$ cat src/rtl/dbg_pkg.sv
package dbg_pkg;
  localparam int DATA_W = 16;
  localparam int ADDR_W = 2;

  typedef enum logic [ADDR_W-1:0] {
    ADDR_CTRL = 2'd0,
    ADDR_RISE = 2'd1,
    ADDR_FALL = 2'd2,
    ADDR_NONE = 2'd3
  } reg_addr_e;

  // packed MSB first: src_sel at 5:4, pol at 3:2, out_sel at 1:0
  typedef struct packed {
    logic [1:0] src_sel;
    logic [1:0] pol;
    logic [1:0] out_sel;
  } ctrl_t;

  localparam int CTRL_W = $bits(ctrl_t);
endpackage

$ cat src/rtl/dbg_edge_delay.sv
module dbg_edge_delay #(
  parameter int CNT_W = 10,
  parameter bit RISE  = 1'b1
) (
  input  logic             clk_i,
  input  logic             rst_ni,
  input  logic             src_i,
  input  logic [CNT_W-1:0] cfg_i,
  output logic             y_o
);
  // act: source sits at the level whose entry is delayed
  logic             act;
  logic [CNT_W-1:0] el_q;
  logic [CNT_W-1:0] lat_q;
  logic [CNT_W-1:0] lat_eff;
  logic             done;

  assign act = RISE ? src_i : ~src_i;

  always_ff @(posedge clk_i or negedge rst_ni) begin
    if (!rst_ni) begin
      el_q  <= '0;
      lat_q <= '0;
    end else begin
      if (!act)             el_q <= '0;
      else if (el_q != '1)  el_q <= el_q + 1'b1;
      // count is captured on the entry cycle, later writes wait for next edge
      if (act && el_q == '0) lat_q <= cfg_i;
    end
  end

  assign lat_eff = (el_q == '0) ? cfg_i : lat_q;
  assign done    = act && (el_q >= lat_eff);
  assign y_o     = RISE ? done : ~done;


  edge_hold_chk: assert property (@(posedge clk_i) disable iff (!rst_ni)
    (act && !$past(act) && cfg_i != '0) |-> (y_o == !RISE));

  edge_pass_chk: assert property (@(posedge clk_i) disable iff (!rst_ni)
    (act && !$past(act) && cfg_i == '0) |-> (y_o == RISE));

  exit_pass_chk: assert property (@(posedge clk_i) disable iff (!rst_ni)
    (!act && $past(act)) |-> (y_o == !RISE));
endmodule

$ cat src/rtl/dbg_regs.sv
module dbg_regs
  import dbg_pkg::*;
#(
  parameter int CNT_W = 10
) (
  input  logic              clk_i,
  input  logic              rst_ni,
  input  logic              wr_en_i,
  input  logic [ADDR_W-1:0] addr_i,
  input  logic [DATA_W-1:0] wr_data_i,
  output logic [DATA_W-1:0] rd_data_o,
  output ctrl_t             ctrl_o,
  output logic [CNT_W-1:0]  rise_cnt_o,
  output logic [CNT_W-1:0]  fall_cnt_o
);
  logic unused_wr_hi;
  assign unused_wr_hi = ^wr_data_i[DATA_W-1:CNT_W];

  always_ff @(posedge clk_i or negedge rst_ni) begin
    if (!rst_ni) begin
      ctrl_o     <= '0;
      rise_cnt_o <= '0;
      fall_cnt_o <= '0;
    end else if (wr_en_i) begin
      case (reg_addr_e'(addr_i))
        ADDR_CTRL: ctrl_o     <= ctrl_t'(wr_data_i[CTRL_W-1:0]);
        ADDR_RISE: rise_cnt_o <= wr_data_i[CNT_W-1:0];
        ADDR_FALL: fall_cnt_o <= wr_data_i[CNT_W-1:0];
        default:   ;
      endcase
    end
  end

  always_comb begin
    rd_data_o = '0;
    case (reg_addr_e'(addr_i))
      ADDR_CTRL: rd_data_o[CTRL_W-1:0] = ctrl_o;
      ADDR_RISE: rd_data_o[CNT_W-1:0]  = rise_cnt_o;
      ADDR_FALL: rd_data_o[CNT_W-1:0]  = fall_cnt_o;
      default:   rd_data_o = '0;
    endcase
  end


  ctrl_wr_chk: assert property (@(posedge clk_i) disable iff (!rst_ni)
    (wr_en_i && addr_i == ADDR_CTRL) |=> (ctrl_o == $past(wr_data_i[CTRL_W-1:0])));

  rise_hold_chk: assert property (@(posedge clk_i) disable iff (!rst_ni)
    !(wr_en_i && addr_i == ADDR_RISE) |=> $stable(rise_cnt_o));
endmodule

$ cat src/rtl/pwm_deadband.sv
module pwm_deadband
  import dbg_pkg::*;
#(
  parameter int CNT_W = 10
) (
  input  logic              clk_i,
  input  logic              rst_ni,
  input  logic              wr_en_i,
  input  logic [ADDR_W-1:0] addr_i,
  input  logic [DATA_W-1:0] wr_data_i,
  output logic [DATA_W-1:0] rd_data_o,
  input  logic              pwm_a_i,
  input  logic              pwm_b_i,
  output logic              pwm_a_o,
  output logic              pwm_b_o
);
  localparam int NPATH = 2;  // 0: rising path -> out A, 1: falling path -> out B

  ctrl_t            ctrl;
  logic [CNT_W-1:0] cnt   [NPATH];
  logic [NPATH-1:0] src;
  logic [NPATH-1:0] dly;
  logic [NPATH-1:0] path;

  dbg_regs #(.CNT_W(CNT_W)) u_regs (
    .clk_i      (clk_i),
    .rst_ni     (rst_ni),
    .wr_en_i    (wr_en_i),
    .addr_i     (addr_i),
    .wr_data_i  (wr_data_i),
    .rd_data_o  (rd_data_o),
    .ctrl_o     (ctrl),
    .rise_cnt_o (cnt[0]),
    .fall_cnt_o (cnt[1])
  );

  for (genvar g = 0; g < NPATH; g++) begin : g_path
    // src_sel bit g picks B for path g
    assign src[g] = ctrl.src_sel[g] ? pwm_b_i : pwm_a_i;

    dbg_edge_delay #(.CNT_W(CNT_W), .RISE(g == 0)) u_dly (
      .clk_i  (clk_i),
      .rst_ni (rst_ni),
      .src_i  (src[g]),
      .cfg_i  (cnt[g]),
      .y_o    (dly[g])
    );

    assign path[g] = dly[g] ^ ctrl.pol[g];
  end

  assign pwm_a_o = ctrl.out_sel[1] ? path[0] : pwm_a_i;
  assign pwm_b_o = ctrl.out_sel[0] ? path[1] : pwm_b_i;


  bypass_chk: assert property (@(posedge clk_i) disable iff (!rst_ni)
    (ctrl.out_sel == 2'b00) |-> (pwm_a_o == pwm_a_i && pwm_b_o == pwm_b_i));

  raw_a_chk: assert property (@(posedge clk_i) disable iff (!rst_ni)
    (ctrl.out_sel == 2'b01) |-> (pwm_a_o == pwm_a_i));

  raw_b_chk: assert property (@(posedge clk_i) disable iff (!rst_ni)
    (ctrl.out_sel == 2'b10) |-> (pwm_b_o == pwm_b_i));

  no_overlap_chk: assert property (@(posedge clk_i) disable iff (!rst_ni)
    (ctrl == ctrl_t'(6'h0B)) |-> !(pwm_a_o && pwm_b_o));
endmodule

$ cat config.mk
export PLATFORM = sky130hd
export DESIGN_NAME = pwm_deadband
export DESIGN_NICKNAME = d
export VERILOG_FILES = /design/src/rtl/dbg_pkg.sv /design/src/rtl/dbg_edge_delay.sv /design/src/rtl/dbg_regs.sv /design/src/rtl/pwm_deadband.sv
export SDC_FILE = /design/constraint.sdc
export NUM_CORES = 1
export LEC_CHECK = 0
export BUFFER_PORTS_ARGS = -buffer_cell sky130_fd_sc_hd__buf_2
export CAP_MARGIN = 20
export CORE_MARGIN = 2
export CORE_UTILIZATION = 33
export CTS_CLUSTER_SIZE = 30
export DETAILED_ROUTE_END_ITERATION = 10
export PLACE_DENSITY_LB_ADDON = 0.1
export SYNTH_ARGS = -nofsm -noshare
export SYNTH_HDL_FRONTEND = slang
export SYNTH_HIERARCHICAL = 1
export SYNTH_SLANG_ARGS = --single-unit
$ cat constraint.sdc
create_clock -name clk_i -period 4 [get_ports clk_i]
set_clock_uncertainty 0.05 [all_clocks]
set_input_delay 0 -clock clk_i [delete_from_list [all_inputs] [get_ports clk_i]]
set_output_delay 0 -clock clk_i [all_outputs]
set_load 0.05 [all_outputs]
### After elaboration in Yosys (flattened, before gate mapping)

Cells that the tools add are included.

* $add $sub $neg: 2
* magnitude comparators: 2
* eq/ne operators: 5
* multiplexer cells: 12
* bitwise gates (word level): 4
* reductions and logical operators: 11

Operators with widths (count)
* 2-to-1 mux 10 bit: 6
* adder 10 x 1 -> 10 bit (second input constant): 2
* >= comparator 10 bit: 2
* logical NOT 10 bit: 2
* != test 10 bit (second input constant): 2
* case mux 6 bit (3 select lines): 1
* case mux 4 bit (2 select lines): 1
* AND reduction 2 bit: 3
* logical AND 1 bit: 4
* 2-to-1 mux 1 bit: 4
* equality test 2 x 1 -> 1 bit (second input constant): 1
* equality test 2 bit (second input constant): 1
* logical NOT 2 bit: 1
* != test 2 bit (second input constant): 1
* inverter 1 bit: 2
* nonzero test 2 bit: 1
* XOR 1 bit: 2

* flip-flop bits (word level): 66
* output and inout bits: 18

### Logic depth before layout (Yosys ltp)

* depth in word-level cells: 7
* depth in mapped cells: 13
* depth with buffers taken out: 12

### By module

The synthesis kept the hierarchy.

By module, submodules not included
* dbg_edge_delay (g_path[1].u_dly): times used 1, cells an instance 117, area an instance 1297.5 µm²
* dbg_regs: times used 1, cells an instance 90, area an instance 1216.2 µm²
* dbg_edge_delay (g_path[0].u_dly): times used 1, cells an instance 108, area an instance 1213.7 µm²
* pwm_deadband: times used 1, cells an instance 8, area an instance 61.3 µm²

### Worst setup path after synthesis

No wires, ideal clock.

* kind: register to output
* from: reg g_path[0].u_dly.el_q[0]
* to: out pwm_a_o
* arrival: 3.415 ns
* data required time: 3.950 ns
* path slack: 0.535 ns
* cell stages (with the launch flop): 14
* buffers on the path: 1
* cells stage by stage: dfrtp_1 -> inv_1 -> ha_1 -> nor4b_2 -> nand4b_1 -> buf_2 -> mux2_1 -> ha_1 -> nand2b_1 -> a21o_1 -> a2111oi_0 -> nor3_1 -> xnor2_1 -> a21oi_1

* longest elaborated chain between the ends: 6

RTL lines
* start, declared: RTL line dbg_edge_delay.sv:13 `logic [CNT_W-1:0] el_q;`
* start signal, assigned: RTL line dbg_edge_delay.sv:26 `else if (el_q != '1) el_q <= el_q + 1'b1;`
* logical NOT 10 bit: RTL line dbg_edge_delay.sv:32 `assign lat_eff = (el_q == '0) ? cfg_i : lat_q;`
* 2-to-1 mux 10 bit: RTL line dbg_edge_delay.sv:32
* >= comparator 10 bit *: RTL line dbg_edge_delay.sv:33 `assign done = act && (el_q >= lat_eff);`
* logical AND 1 bit *: RTL line dbg_edge_delay.sv:33
* net dly[0]: RTL line pwm_deadband.sv:22 `logic [NPATH-1:0] dly;`
* XOR 1 bit *: RTL line pwm_deadband.sv:49 `assign path[g] = dly[g] ^ ctrl.pol[g];`
* 2-to-1 mux 1 bit *: RTL line pwm_deadband.sv:52 `assign pwm_a_o = ctrl.out_sel[1] ? path[0] : pwm_a_i;`
* end, declared: RTL line pwm_deadband.sv:14 `output logic pwm_a_o,`

Mark *: on every way through the listed nets, which the timed path passes. The rest lies on a longest branch.

### Worst setup path in the final report

Ends and elaborated chain as after synthesis.

==> impl_metrics.toml <==
[clock_tree]
post-cts-setup-buffers = 0
clk_latency_ps = 320
path_clk_slew_ps = 50
cts_buffers = 9
cts-root-buf = "clkbuf_16"
cts_max_level = 3
clock_sinks = 66
cts_tree = "yes"
cts_buffer_depth = 2

[timing]
worst_pin_slew_ps = 937
final-setup-viol-count = 0
hold_viol = 0
finalCriticalPeriod_ps = 3620
finalMaxSlewViolations = 0
clock.fmax_ghz = 0.276
fin_crit_sh_pct = 90.6
rsz0062_at_grt = "false"
fin_setup_tns_ps = 0
maxSlewHeadroom_pct = 37.5

[synthesis]
ys_seq_elements = 66
yosysTopAreaCell = "dfrtp_1"
synth_xor_area_share_pct = 1.62
synth-warning-count = 6
synth_edf_count = 0
synth_area_leaders = "dfrtp_1, mux2_2, ha_1"
synth_top_family_by_area = "multiplexers"
synth_mux_area_share_pct = 20.6
ys_types = 48
synth_common_cells = "dfrtp_1, mux2_2, ha_1"
ys_seq_area_share_pct = 43.6
synthFlopType = "dfrtp_1"
avgSynthCellArea_um2 = 11.7
synth_compound_area_share_pct = 8.62
synthCells = 323
synth_area_um2 = 3790
synth-adder-area-share_pct = 9.25
synth_top_area_share_pct = 43.6
synth-async-reset-ratio_pct = 100
synth.most_common_cell = "dfrtp_1"
synth_simple_gate_area_share_pct = 12.9

[global_route]
grt_pass1_wl_um = 14300
antenna_found_initial = 0
overflow = 0
grt_use_total_pct = 14.6
first_global_vias = 2723
grt_max_degree = 39

[worst_hold_path]
hold_path.class = "in2reg"
holdPathEnd = "u_regs/ctrl_o[4]"
hold_path_depth = 3
min-delay-start = "wr_en_i"

[route]
drtIter0Drc = 143
drt_wl_total_um = 8540
final_antenna_net_count = 0
firstDrtPassIters = 4
topRoutingLayerUsed = "met4"
route.vias.total = 2653
route.met3.wl_um = 305
drc = 0
wl_met2_um = 3540
wl_per_cell_um = 16.6
viasPerCell = 5.17
drt-met1-wl_um = 4610

[layout]
diodes = 0
nets = 418
nFillCells = 1130
multiInputGateArea_um2 = 2030
drive_above_1_share_pct = 24.3
final_util_pct = 39.3
ff_latch_area_um2 = 1650
syn_to_final_growth_pct = 17.6

[run_status]
status = "finished clean"

[floorplanning]
rows = 39
pin_count = 41
die_h_um = 111
core-area_um2 = 11300
die_w_um = 111
start_util_pct = 33.5
die_area_um2 = 12400

[critical_path]
r2r-end = "g_path[0].u_dly/lat_q[3]"
end_kind = "output pin"
worstPathArrival_ps = 3570
worstPathMaxFanout = 5
critPathLaunchType = "register"
ff2ff_path_depth = 7
r2r_setup_slack_ps = 1600
reg2reg_from = "g_path[0].u_dly/el_q[0]"
crit_type = "reg2out"
required_ps = 3950

[power]
power_density_nw_per_um2 = 563
power.leakage_uw = 0.00203
power_uw = 2510
ir_drop_mv = 0.207

[placement]
dp_hpwl_um = 6140
numPortBuffers = 28
place.gp.congestion = 0.816

[job]
drv_cap = 0
## sequential cells by signal, indices dropped and copies added, names as in the netlist
register            count
g_path.u_dly/el_q      20
g_path.u_dly/lat_q     20
u_regs/rise_cnt_o      10
u_regs/fall_cnt_o      10
u_regs/ctrl_o           6
## cells in the final DEF, fill, tap and decap left out, types with 5 or more instances in the layout
| cell | n |
|---|---|
| dfrtp_1 | 66 |
| mux2_2 | 34 |
| ha_1 | 28 |
| buf_2 | 28 |
| nor2_1 | 21 |
| mux2i_1 | 21 |
| mux2_1 | 14 |
| a21oi_1 | 14 |
| nor3_1 | 11 |
| dlygate4sd3_1 | 11 |
| clkbuf_16 | 9 |
| a31oi_1 | 9 |
| nand2_1 | 8 |
| inv_1 | 7 |
| a222oi_1 | 6 |
| conb_1 | 6 |
| xnor2_1 | 5 |
| and4_1 | 5 |
| o21ai_0 | 5 |
| nand3_1 | 5 |
## critical path, stage by stage (launching register included)
cell	delay, ps
dfrtp_1	430
inv_1	110
ha_1	170
nor4b_2	190
nand4b_1	270
mux2_1	390
ha_1	270
nand2b_1	140
a21o_1	180
a2111oi_1	380
nor3_1	130
xnor2_1	150
a21oi_1	160
buf_2	290
## power by group
group / total [µW] / leakage, µW / internal, µW / switching (µW)
registers: 957 / 0.000820 / 835 / 122
logic: 768 / 0.00106 / 371 / 397
clock network: 785 / 0.000147 / 507 / 278
total: 2510 / 0.00203 / 1710 / 797
## worst max path at each step
stage	startpoint	to	slack [ps]	cells past startpoint
floorplan	g_path[0].u_dly/el_q[0]	pwm_a_o	540	13
global placement	g_path[0].u_dly/el_q[0]	pwm_a_o	700	14
detailed placement	g_path[0].u_dly/el_q[0]	pwm_a_o	710	13
CTS	g_path[0].u_dly/el_q[0]	pwm_a_o	340	13
global route	g_path[0].u_dly/el_q[0]	pwm_a_o	40	14
finish	g_path[0].u_dly/el_q[0]	pwm_a_o	380	13
## layer usage
metal / GRT usage [%] / vias up
met5: 0 / -
met4: 4.94 / 0
met3: 2.46 / 6
met2: 20.6 / 50
met1: 22.5 / 1309
li1: - / 1288
## repair_timing
action | 4_1_cts | 5_1_grt
gates resized for setup | 0 | 1
hold buffers | 11 | 0
hold endpoints to repair | 63 | 0
endpoints found under the setup margin | 0 | 1
## area by class of cell
type | count | share of cell area [%]
clock buffer | 11 | 5.67
clock inverter | 3 | 0.899
inverter | 7 | 0.590
multi-input combinational | 241 | 45.6
sequential | 66 | 37.1
tap | 143 | 4.02
timing repair buffer | 42 | 6.12
## cell families (layout without fill, tap and decap cells)
group                      count (synthesis)  after routing
AOI/OAI and AO/OA                         49             49
xor gates and xnor gates                   7              7
adders and majority gates                 28             28
buffers and inverters                     21             63
DFF                                       66             66
muxes                                     71             71
other                                      1              6
and+or+nand+nor                           80             80
## metrics by stage
| stage | instances | hold WS, ps | instance area [µm²] | setup slack (ps) |
|---|---|---|---|---|
| after detailed placement | 488 | 150 | 4050 | 705 |
| after floorplan | 328 | -346 | 3810 | 535 |
| after global placement | 488 | 137 | 4050 | 699 |
| after CTS | 513 | 130 | 4450 | 339 |
| final | 513 | 140 | 4450 | 375 |
| after global routing | 513 | 145 | 4450 | 39.6 |
(Power assumes the default switching activity.)
